===== src/rtl/rdlvl_pkg.sv =====
package rdlvl_pkg;
  localparam int MR_SEL_W  = 3;
  localparam int MR_DATA_W = 16;
  localparam logic [MR_SEL_W-1:0]  MR_TRAIN_SEL = 3'd3;
  localparam logic [MR_DATA_W-1:0] MR_PAT_ON    = 16'h0004;
  localparam logic [MR_DATA_W-1:0] MR_PAT_OFF   = 16'h0000;

  typedef enum logic [2:0] {
    ST_IDLE,
    ST_MR_ON,
    ST_RD_REQ,
    ST_RD_WAIT,
    ST_STEP,
    ST_MR_OFF,
    ST_DONE
  } sweep_state_e;
endpackage


===== src/rtl/rdlvl_ctrl.sv =====
module rdlvl_ctrl
  import rdlvl_pkg::*;
(
  input  logic                 clk_i,
  input  logic                 rst_ni,
  input  logic                 start_i,
  input  logic                 edge_sel_i,
  input  logic                 resp_valid_i,
  input  logic                 any_active_i,
  output logic                 init_o,
  output logic                 eval_o,
  output logic                 step_o,
  output logic                 fin_o,
  output logic                 edge_o,
  output logic                 busy_o,
  output logic                 cmd_mrw_o,
  output logic                 cmd_rd_o,
  output logic [MR_SEL_W-1:0]  mr_sel_o,
  output logic [MR_DATA_W-1:0] mr_data_o,
  output logic                 done_o
);
  sweep_state_e state_q, state_d;
  logic edge_q;

  always_comb begin
    state_d = state_q;
    unique case (state_q)
      ST_IDLE:    if (start_i) state_d = ST_MR_ON;
      ST_MR_ON:   state_d = ST_RD_REQ;
      ST_RD_REQ:  state_d = ST_RD_WAIT;
      ST_RD_WAIT: if (resp_valid_i) state_d = ST_STEP;
      ST_STEP:    state_d = any_active_i ? ST_RD_REQ : ST_MR_OFF;
      ST_MR_OFF:  state_d = ST_DONE;
      ST_DONE:    state_d = ST_IDLE;
      default:    state_d = ST_IDLE;
    endcase
  end

  always_ff @(posedge clk_i or negedge rst_ni) begin
    if (!rst_ni) begin
      state_q <= ST_IDLE;
      edge_q  <= 1'b0;
    end else begin
      state_q <= state_d;
      if (init_o) edge_q <= edge_sel_i;
    end
  end

  assign init_o    = (state_q == ST_IDLE) && start_i;
  assign eval_o    = (state_q == ST_RD_WAIT) && resp_valid_i;
  assign step_o    = (state_q == ST_STEP) && any_active_i;
  assign fin_o     = (state_q == ST_MR_OFF);
  assign edge_o    = edge_q;
  assign busy_o    = (state_q == ST_MR_ON) || (state_q == ST_RD_REQ) ||
                     (state_q == ST_RD_WAIT) || (state_q == ST_STEP);
  assign cmd_mrw_o = (state_q == ST_MR_ON) || (state_q == ST_MR_OFF);
  assign cmd_rd_o  = (state_q == ST_RD_REQ);
  assign mr_sel_o  = MR_TRAIN_SEL;
  assign mr_data_o = (state_q == ST_MR_ON) ? MR_PAT_ON : MR_PAT_OFF;
  assign done_o    = (state_q == ST_DONE);
endmodule


===== src/rtl/rdlvl_slice.sv =====
module rdlvl_slice #(
  parameter int DQ_W    = 8,
  parameter int DLY_W   = 7,
  parameter int RST_DLY = 0
) (
  input  logic             clk_i,
  input  logic             rst_ni,
  input  logic             init_i,
  input  logic             eval_i,
  input  logic             step_i,
  input  logic             fin_i,
  input  logic             edge_i,
  input  logic [DQ_W-1:0]  resp_i,
  output logic [DLY_W-1:0] dly_o,
  output logic             active_o,
  output logic             err_o
);
  localparam logic [DLY_W-1:0] DLY_MAX = {DLY_W{1'b1}};

  logic [DLY_W-1:0] dly_q, save_q, lo_q, hi_q;
  logic             seen_q, active_q, err_q;
  logic             pass;
  logic [DLY_W:0]   sum;

  assign pass = (resp_i == {DQ_W{edge_i}});
  assign sum  = {1'b0, lo_q} + {1'b0, hi_q};

  always_ff @(posedge clk_i or negedge rst_ni) begin
    if (!rst_ni) begin
      dly_q    <= DLY_W'(RST_DLY);
      save_q   <= '0;
      lo_q     <= '0;
      hi_q     <= '0;
      seen_q   <= 1'b0;
      active_q <= 1'b0;
      err_q    <= 1'b0;
    end else if (init_i) begin
      save_q   <= dly_q;
      dly_q    <= '0;
      seen_q   <= 1'b0;
      active_q <= 1'b1;
      err_q    <= 1'b0;
    end else if (eval_i && active_q) begin
      if (pass) begin
        if (!seen_q) lo_q <= dly_q;
        hi_q   <= dly_q;
        seen_q <= 1'b1;
      end
      // stop at first fail after a pass, or at the top of the range
      if ((!pass && seen_q) || (dly_q == DLY_MAX)) active_q <= 1'b0;
    end else if (step_i && active_q) begin
      dly_q <= dly_q + 1'b1;
    end else if (fin_i) begin
      dly_q    <= seen_q ? sum[DLY_W:1] : save_q;
      err_q    <= !seen_q;
      active_q <= 1'b0;
    end
  end

  assign dly_o    = dly_q;
  assign active_o = active_q;
  assign err_o    = err_q;
endmodule


===== src/rtl/rdlvl_sweep.sv =====
module rdlvl_sweep
  import rdlvl_pkg::*;
#(
  parameter int NUM_SLICES = 2,
  parameter int DQ_W       = 8,
  parameter int DLY_W      = 7
) (
  input  logic                        clk_i,
  input  logic                        rst_ni,
  input  logic                        start_i,
  input  logic                        edge_sel_i,
  output logic                        cmd_mrw_o,
  output logic                        cmd_rd_o,
  output logic [2:0]                  mr_sel_o,
  output logic [15:0]                 mr_data_o,
  input  logic                        resp_valid_i,
  input  logic [NUM_SLICES*DQ_W-1:0]  resp_i,
  output logic [NUM_SLICES*DLY_W-1:0] delay_o,
  output logic                        done_o,
  output logic [NUM_SLICES-1:0]       err_o
);
  logic init, eval, step, fin, edge_sel, sweep_busy, any_active;
  logic [NUM_SLICES-1:0] active;

  assign any_active = |active;

  rdlvl_ctrl i_ctrl (
    .clk_i        (clk_i),
    .rst_ni       (rst_ni),
    .start_i      (start_i),
    .edge_sel_i   (edge_sel_i),
    .resp_valid_i (resp_valid_i),
    .any_active_i (any_active),
    .init_o       (init),
    .eval_o       (eval),
    .step_o       (step),
    .fin_o        (fin),
    .edge_o       (edge_sel),
    .busy_o       (sweep_busy),
    .cmd_mrw_o    (cmd_mrw_o),
    .cmd_rd_o     (cmd_rd_o),
    .mr_sel_o     (mr_sel_o),
    .mr_data_o    (mr_data_o),
    .done_o       (done_o)
  );

  for (genvar s = 0; s < NUM_SLICES; s++) begin : g_slice
    rdlvl_slice #(.DQ_W(DQ_W), .DLY_W(DLY_W)) i_slice (
      .clk_i    (clk_i),
      .rst_ni   (rst_ni),
      .init_i   (init),
      .eval_i   (eval),
      .step_i   (step),
      .fin_i    (fin),
      .edge_i   (edge_sel),
      .resp_i   (resp_i[s*DQ_W +: DQ_W]),
      .dly_o    (delay_o[s*DLY_W +: DLY_W]),
      .active_o (active[s]),
      .err_o    (err_o[s])
    );
  end
endmodule


===== config.mk =====
export PLATFORM = sky130hd
export DESIGN_NAME = rdlvl_sweep
export DESIGN_NICKNAME = d
export VERILOG_FILES = /design/src/rtl/rdlvl_pkg.sv /design/src/rtl/rdlvl_ctrl.sv /design/src/rtl/rdlvl_slice.sv /design/src/rtl/rdlvl_sweep.sv
export SDC_FILE = /design/constraint.sdc
export NUM_CORES = 1
export LEC_CHECK = 0
export ABC_CLOCK_PERIOD_IN_PS = 2370
export CAP_MARGIN = 20
export CELL_PAD_IN_SITES_DETAIL_PLACEMENT = 1
export CELL_PAD_IN_SITES_GLOBAL_PLACEMENT = 1
export CORE_MARGIN = 4
export CORE_UTILIZATION = 40
export CTS_CLUSTER_SIZE = 16
export DETAILED_ROUTE_END_ITERATION = 8
export MAX_ROUTING_LAYER = met4
export PLACE_DENSITY = 0.76
export SLEW_MARGIN = 10
export SYNTH_ARGS = -nofsm -noshare
export SYNTH_HDL_FRONTEND = slang
export SYNTH_SLANG_ARGS = --single-unit

===== constraint.sdc =====
create_clock -name clk_i -period 2.37 [get_ports clk_i]
set_input_delay 0.711 -clock clk_i [delete_from_list [all_inputs] [get_ports clk_i]]
set_output_delay 0.711 -clock clk_i [all_outputs]
set_load 0.02 [all_outputs]

==> metrics.csv, run 1 <==
metric;value;unit
status;finished clean;
clock buffer depth;2;
post-layout min period;2.28;ns
DIE AREA;0.0116;mm^2
period utilization;96.2;%
Mapped Cells;421;
via density per instance;5.30;
number of DRC markers in iteration 0;153;
Cell Chain, Critical Path;and3b_1 > clkdlybuf4s50_1;
starting density of the core;40.9;%
predominant post-synthesis flop cell;dfrtp_1;
CTS Buf Count;9;
# DRC;0;
Crit path buffers/inverters;1;
Die Y;108;um
largest net degree at the start of global routing;67;
synthesized flop and latch total;66;
RSZ-0062 raised after global routing;false;
Async SR Flop Fraction;100;%
fraction of the yosys area taken by sequential cells;41.5;%
crit path launch;i_ctrl.state_q[2]$_DFFE_PN0P_;
layout net count;523;
CP endpoint kind;primary output;
syn_area_per_cell;9.46;um^2
Final Instance Area;0.00488;mm^2
initial antenna violation count;0;
Final TNS setup;0;ns
post-synth cell types;55;
DR pass1 iterations;4;
Syn Std Cell Area;0.00398;mm^2
vias in the first global route;3679;
Detailed Place HPWL;7800;um
port bufs;40;
Fillers;1115;
P_leak;2.27;nW
Worst path slowest cell;clkdlybuf4s50_1;
layout cell share with drive strength beyond 1;18.2;%
Yosys top cell by area;dfrtp_1;
Setup crit end;done_o;
share of the synthesized area in the top cell type;41.5;%
DP Area;0.00467;mm^2
crit-path max FO;11;
Reg2Reg Launch Point;g_slice[0].i_slice.hi_q[2]$_DFFE_PN0P_;
PnR Total Power;4.30;mW
TritonCTS clock tree;done;
# clock sinks;66;
WL final;10800;um
reg2reg path depth;6;
area occupied by multi-input gates;0.00212;mm^2
Root Buffer;clkbuf_8;
first-pass GRT wire length;18300;um
top cell family by delay on the critical path;buffers and inverters;
IO Count;59;
num rows;36;
dominant cells by area after synthesis;dfrtp_1, nand2_1, mux2_2, ha_1, buf_4;
worst skew pair latency;0.34;ns
GRT Overall Usage;20.0;%
total setup buffers inserted after CTS;0;
WS Path Type;reg -> out;
Die X;108;um
P&R area growth vs syn;22.4;%
Setup Skew;0.00940;ns
CP Launch Type;flop;
CP max stage delay;0.60;ns
WL per Instance;17.3;um
Synth Warn #;0;
Worst path depth;2;
global route total overflow;0;
R2R Path End;g_slice[0].i_slice.dly_o[6]$_DFFE_PN0P_;
max cap viols;0;
H-tree levels;3;
antenna fix cells;0;
Post-synth EDFFs;0;
core footprint;0.00973;mm^2
antenna-violating nets left;0;
GPL Wtd Cong;0.803;
# hold bufs at CTS;0;
Clock transition at path regs;0.07;ns
reg2reg setup slack;0.32;ns
max frequency;438;MHz
worst slew pin tran;0.559;ns
worst vdd ir;0.387;mV
Crit path arrival time;1.57;ns
Vias;3304;
Pins Over Slew Limit;0;
count of final hold-check violations;0;
Setup Viol. Count Final;0;
Rel. slew slack;62.7;%
Worst Hold Class;in -> async;
Worst Path Required;1.66;ns
pwr dens;882;mW/mm^2
FF/Latch Area;0.00165;mm^2
==> through the flow <==
step           util (%)  worst slack (ns)  hold slack, ns  instances
6_report           50.1            0.0893           0.371        623
5_1_grt            50.1           0.00454           0.404        623
4_1_cts            50.1            0.0559           0.404        623
3_5_place_dp       48.0            -0.303           0.466        608
3_3_place_gp       48.0            -0.269           0.456        608
2_1_floorplan         -             0.187           0.415        437
==> Yosys cell counts, types with 7 or more instances <==
cell type	number
dfrtp_1	66
clkbuf_1	10
a21o_1	9
o21ai_0	20
inv_1	8
buf_4	21
nor2_1	21
ha_1	14
mux2_4	7
nand3_1	12
a21oi_1	26
nor3_1	8
nand2_1	74
a31oi_1	8
mux2_2	21
==> what timing repair did <==
action,in CTS,in global routing
gates cloned,0,0
pin swaps,0,0
setup endpoints to repair,3,2
gates resized for setup,3,1
==> routing by layer <==
metal	share of wire [%]	wire (um)	up-vias	GRT usage [%]
met5	0	0	-	-
met4	0.79	85	0	4.33
met3	2.1	225	9	2.76
met1	44	4710	1675	24.5
met2	53	5740	33	35.4
li1	-	-	1587	-
==> cells in the final DEF (no fill, tap or decap), drive strengths merged, types with 12 or more instances in the layout <==
cell,count
clkdlybuf4s50,37
o21ai,20
dfrtp,66
conb,18
nand2,74
clkbuf,13
nor2,21
nand3,12
ha,14
buf,37
mux2,30
a21oi,28
==> logic make-up after synthesis <==
group / count (synthesis) / share of synthesized area (%)
other: 2 / 0.189
buffers and inverters: 46 / 6.88
AO/OA/AOI/OAI: 91 / 14.8
flip-flops: 66 / 41.5
XOR/XNOR: 4 / 0.879
multiplexers: 35 / 10.4
adder cells (fa/ha/maj): 16 / 5.40
AND/OR/NAND/NOR: 161 / 20.0
==> worst min-delay path by stage <==
stage | from | slack (ns) | cells past startpoint | endpoint
after CTS | rst_ni | 0.40 | 2 | g_slice[1].i_slice.lo_q[5]$_DFFE_PN0P_
final | rst_ni | 0.37 | 2 | g_slice[1].i_slice.lo_q[5]$_DFFE_PN0P_
after detailed placement | g_slice[0].i_slice.save_q[1]$_DFFE_PN0P_ | 0.47 | 2 | g_slice[0].i_slice.save_q[1]$_DFFE_PN0P_
after global routing | rst_ni | 0.40 | 2 | g_slice[1].i_slice.hi_q[6]$_DFFE_PN0P_
after floorplan | rst_ni | 0.42 | 0 | g_slice[0].i_slice.active_o$_DFFE_PN0P_
after global placement | g_slice[1].i_slice.save_q[0]$_DFFE_PN0P_ | 0.46 | 2 | g_slice[1].i_slice.save_q[0]$_DFFE_PN0P_
==> flip-flops by register name, indices dropped and copies added, names as in the netlist <==
name	cells
g_slice.i_slice.active_o	2
g_slice.i_slice.dly_o	14
g_slice.i_slice.err_o	2
g_slice.i_slice.hi_q	14
g_slice.i_slice.lo_q	14
g_slice.i_slice.save_q	14
g_slice.i_slice.seen_q	2
i_ctrl.edge_o	1
i_ctrl.state_q	3
==> report_power, final <==
group	total (mW)	leakage (nW)	switching [mW]	internal, mW
Sequential	1.62	0.899	0.267	1.35
Clock	1.01	0.106	0.439	0.566
Combinational	1.68	1.26	0.914	0.763
Total	4.30	2.27	1.62	2.68
==> layout make-up <==
class / count / share of cell area [%]
Multi-Input combinational cell: 325 / 43.5
Sequential cell: 66 / 33.9
Timing Repair Buffer: 76 / 14.4
Clock buffer: 13 / 3.46
Tap cell: 133 / 3.41
Clock inverter: 2 / 0.718
Inverter: 8 / 0.616
==> worst register-to-register path, cell delays in order (launching register included) <==
cell,delay (ns)
dfrtp_1,0.39
ha_1,0.37
a21oi_1,0.21
a21o_1,0.21
a21oi_1,0.09
a2111oi_0,0.46
o221ai_1,0.19
Note: power is estimated with default switching activity, not from simulation.
==> run 2, diff against run 1 <==
--- a/config.mk
+++ b/config.mk
@@ -9,7 +9,7 @@
 export CAP_MARGIN = 20
 export CELL_PAD_IN_SITES_DETAIL_PLACEMENT = 1
 export CELL_PAD_IN_SITES_GLOBAL_PLACEMENT = 1
-export CORE_MARGIN = 4
+export CORE_MARGIN = 5
 export CORE_UTILIZATION = 40
 export CTS_CLUSTER_SIZE = 16
 export DETAILED_ROUTE_END_ITERATION = 8
==> run 2 against run 1 <==
Effect of this change:
- global-route usage fell by 0.59 points
- hold slack better by 0.00079 ns
- register-to-register slack hardly changed
- first-iteration DRC count fell by 37%
- via count rose by 0.64%
- largest cell class unchanged
- sequential power hardly changed
==> metrics.csv, run 2 (same netlist as run 1, synthesis figures left out) <==
metric;value;unit;change
number of DRC markers in iteration 0;97;;was 153
GPL Wtd Cong;0.803;;unchanged
largest net degree at the start of global routing;67;;unchanged
Detailed Place HPWL;7960;um;was 7800 um
Final Instance Area;0.00486;mm^2;was 0.00488 mm^2
total setup buffers inserted after CTS;0;;unchanged
GRT Overall Usage;19.5;%;was 20.0%
Setup Skew;0.00577;ns;was 0.00940 ns
CTS Buf Count;9;;unchanged
# DRC;0;;unchanged
top cell family by delay on the critical path;simple AND/OR/NAND/NOR gates;;was buffers and inverters
num rows;36;;unchanged
max frequency;437;MHz;was 438 MHz
P&R area growth vs syn;22.1;%;was 22.4%
max cap viols;0;;unchanged
Crit path buffers/inverters;2;;was 1
clock buffer depth;2;;unchanged
worst slew pin tran;0.522;ns;was 0.559 ns
global route total overflow;0;;unchanged
core footprint;0.00973;mm^2;unchanged
PostCTS Resize Cnt;3;;unchanged
Clock transition at path regs;0.07;ns;about the same
Root Buffer;clkbuf_8;;unchanged
antenna fix cells;0;;unchanged
reg2reg setup slack;0.31;ns;was 0.32 ns
P_leak;2.28;nW;was 2.27 nW
CP endpoint kind;flop;;was primary output
commonest non-fill, non-tap cells in the layout;nand2_1, dfrtp_1, clkdlybuf4s50_1, buf_4, a21oi_1;;unchanged
# clock sinks;66;;unchanged
Die X;110;um;was 108 um
worst skew pair latency;0.36;ns;was 0.34 ns
period utilization;96.7;%;was 96.2%
DR pass1 iterations;4;;unchanged
Fillers;1135;;was 1115
Worst Path Required;2.61;ns;was 1.66 ns
Reg2Reg Launch Point;g_slice[0].i_slice.hi_q[2]$_DFFE_PN0P_;;unchanged
pwr dens;859;mW/mm^2;was 882 mW/mm^2
antenna-violating nets left;0;;unchanged
TritonCTS clock tree;done;;unchanged
R2R Path End;g_slice[0].i_slice.dly_o[6]$_DFFE_PN0P_;;unchanged
port bufs;40;;unchanged
Vias;3325;;was 3304
reg2reg path depth;6;;unchanged
Pins Over Slew Limit;0;;unchanged
crit-path max FO;7;;was 11
count of final hold-check violations;0;;unchanged
post-layout min period;2.29;ns;was 2.28 ns
Crit path arrival time;2.53;ns;was 1.57 ns
WL per Instance;16.9;um;was 17.3 um
H-tree levels;3;;unchanged
Rel. slew slack;64.3;%;was 62.7%
Setup Viol. Count Final;0;;unchanged
WS Path Type;in -> reg;;was reg -> out
Cell Chain, Critical Path;clkdlybuf4s50_1 > nand4_1 > or3_1 > a21oi_4 > and2_1 > buf_12 > mux2_1;;was and3b_1 > clkdlybuf4s50_1
WL final;10600;um;was 10800 um
via density per instance;5.31;;was 5.30
post-layout util;50.0;%;was 50.1%
first-pass GRT wire length;17900;um;was 18300 um
Hold WS;0.372;ns;was 0.371 ns
DP Area;0.00469;mm^2;was 0.00467 mm^2
starting density of the core;40.9;%;unchanged
initial antenna violation count;0;;unchanged
commonest non-fill, non-tap cell in the layout;nand2_1;;unchanged
# hold bufs at CTS;0;;unchanged
Die Y;110;um;was 108 um
IO Count;59;;unchanged
layout net count;526;;was 523
status;finished clean;;unchanged
CP Launch Type;input port;;was flop
RSZ-0062 raised after global routing;false;;unchanged
Worst path slowest cell;clkdlybuf4s50_1;;unchanged
Worst Hold Class;in -> async;;unchanged
layout cell share with drive strength beyond 1;18.5;%;was 18.2%
vias in the first global route;3738;;was 3679
DIE AREA;0.0121;mm^2;was 0.0116 mm^2
worst vdd ir;0.390;mV;was 0.387 mV
CP max stage delay;0.48;ns;was 0.60 ns
[run 2: cell types whose count changed in the layout (fill, tap and decap cells not counted), sizes merged]
cell,before,now
clkbuf,13,12
clkdlybuf4s50,37,36
bufinv,1,0
clkinv,1,3
dlymetal6s2s,0,1
buf,37,40
[run 2: how the worst max path moves through the flow]
| stage | from | to | slack (ns) | cells after the start |
|---|---|---|---|---|
| after global placement | resp_i[5] | g_slice[0].i_slice.lo_q[2]$_DFFE_PN0P_ | -0.27 | 7 |
| after global routing | resp_i[7] | g_slice[0].i_slice.lo_q[0]$_DFFE_PN0P_ | 0.02 | 7 |
| after detailed placement | resp_i[5] | g_slice[0].i_slice.lo_q[5]$_DFFE_PN0P_ | -0.31 | 7 |
| after CTS | i_ctrl.state_q[0]$_DFFE_PN0P_ | done_o | 0.02 | 2 |
| after floorplan | resp_i[5] | g_slice[0].i_slice.lo_q[2]$_DFFE_PN0P_ | 0.19 | 6 |
| final | resp_i[4] | g_slice[0].i_slice.lo_q[1]$_DFFE_PN0P_ | 0.08 | 7 |
[run 2: worst reg2reg max path, stage by stage (launching register included)]
cell and delay [ns]:
dfrtp_1 0.39, ha_1 0.36, a21oi_1 0.19, a21o_1 0.19
a21oi_1 0.07, a2111oi_0 0.52, o221ai_1 0.21
[run 2: per-stage QoR]
stage	power [mW]	setup WS (ns)	setup TNS, ns	std cells
after global placement	3.28	-0.266	-8.54	611
final	4.18	0.0792	0	626
after CTS	4.24	0.0208	0	626
after global routing	4.47	0.0200	0	626
after floorplan	2.55	0.187	0	437
after detailed placement	3.36	-0.314	-9.81	611
[run 2: metal layers]
| metal | vias up | GRT usage [%] | wire length (um) |
|---|---|---|---|
| li1 | 1600 | - | - |
| met1 | 1678 | 22.6 | 4620 |
| met2 | 35 | 34.4 | 5620 |
| met3 | 12 | 3.93 | 242 |
| met4 | 0 | 4.81 | 116 |
| met5 | - | - | 0 |
[run 2: area by class of cell]
class,instances,area [um^2],area share (%)
Multi-Input combinational cell,325,2120,43.6
Timing Repair Buffer,79,726,14.9
Clock buffer,12,155,3.19
Inverter,8,30.0,0.617
Sequential cell,66,1650,34.0
Tap cell,133,166,3.42
Clock inverter,3,15.0,0.309
[run 2: where the power goes]
group,switching [mW],internal (mW)
sequential,0.258,1.35
clock,0.438,0.426
combinational,0.928,0.777
total,1.62,2.55
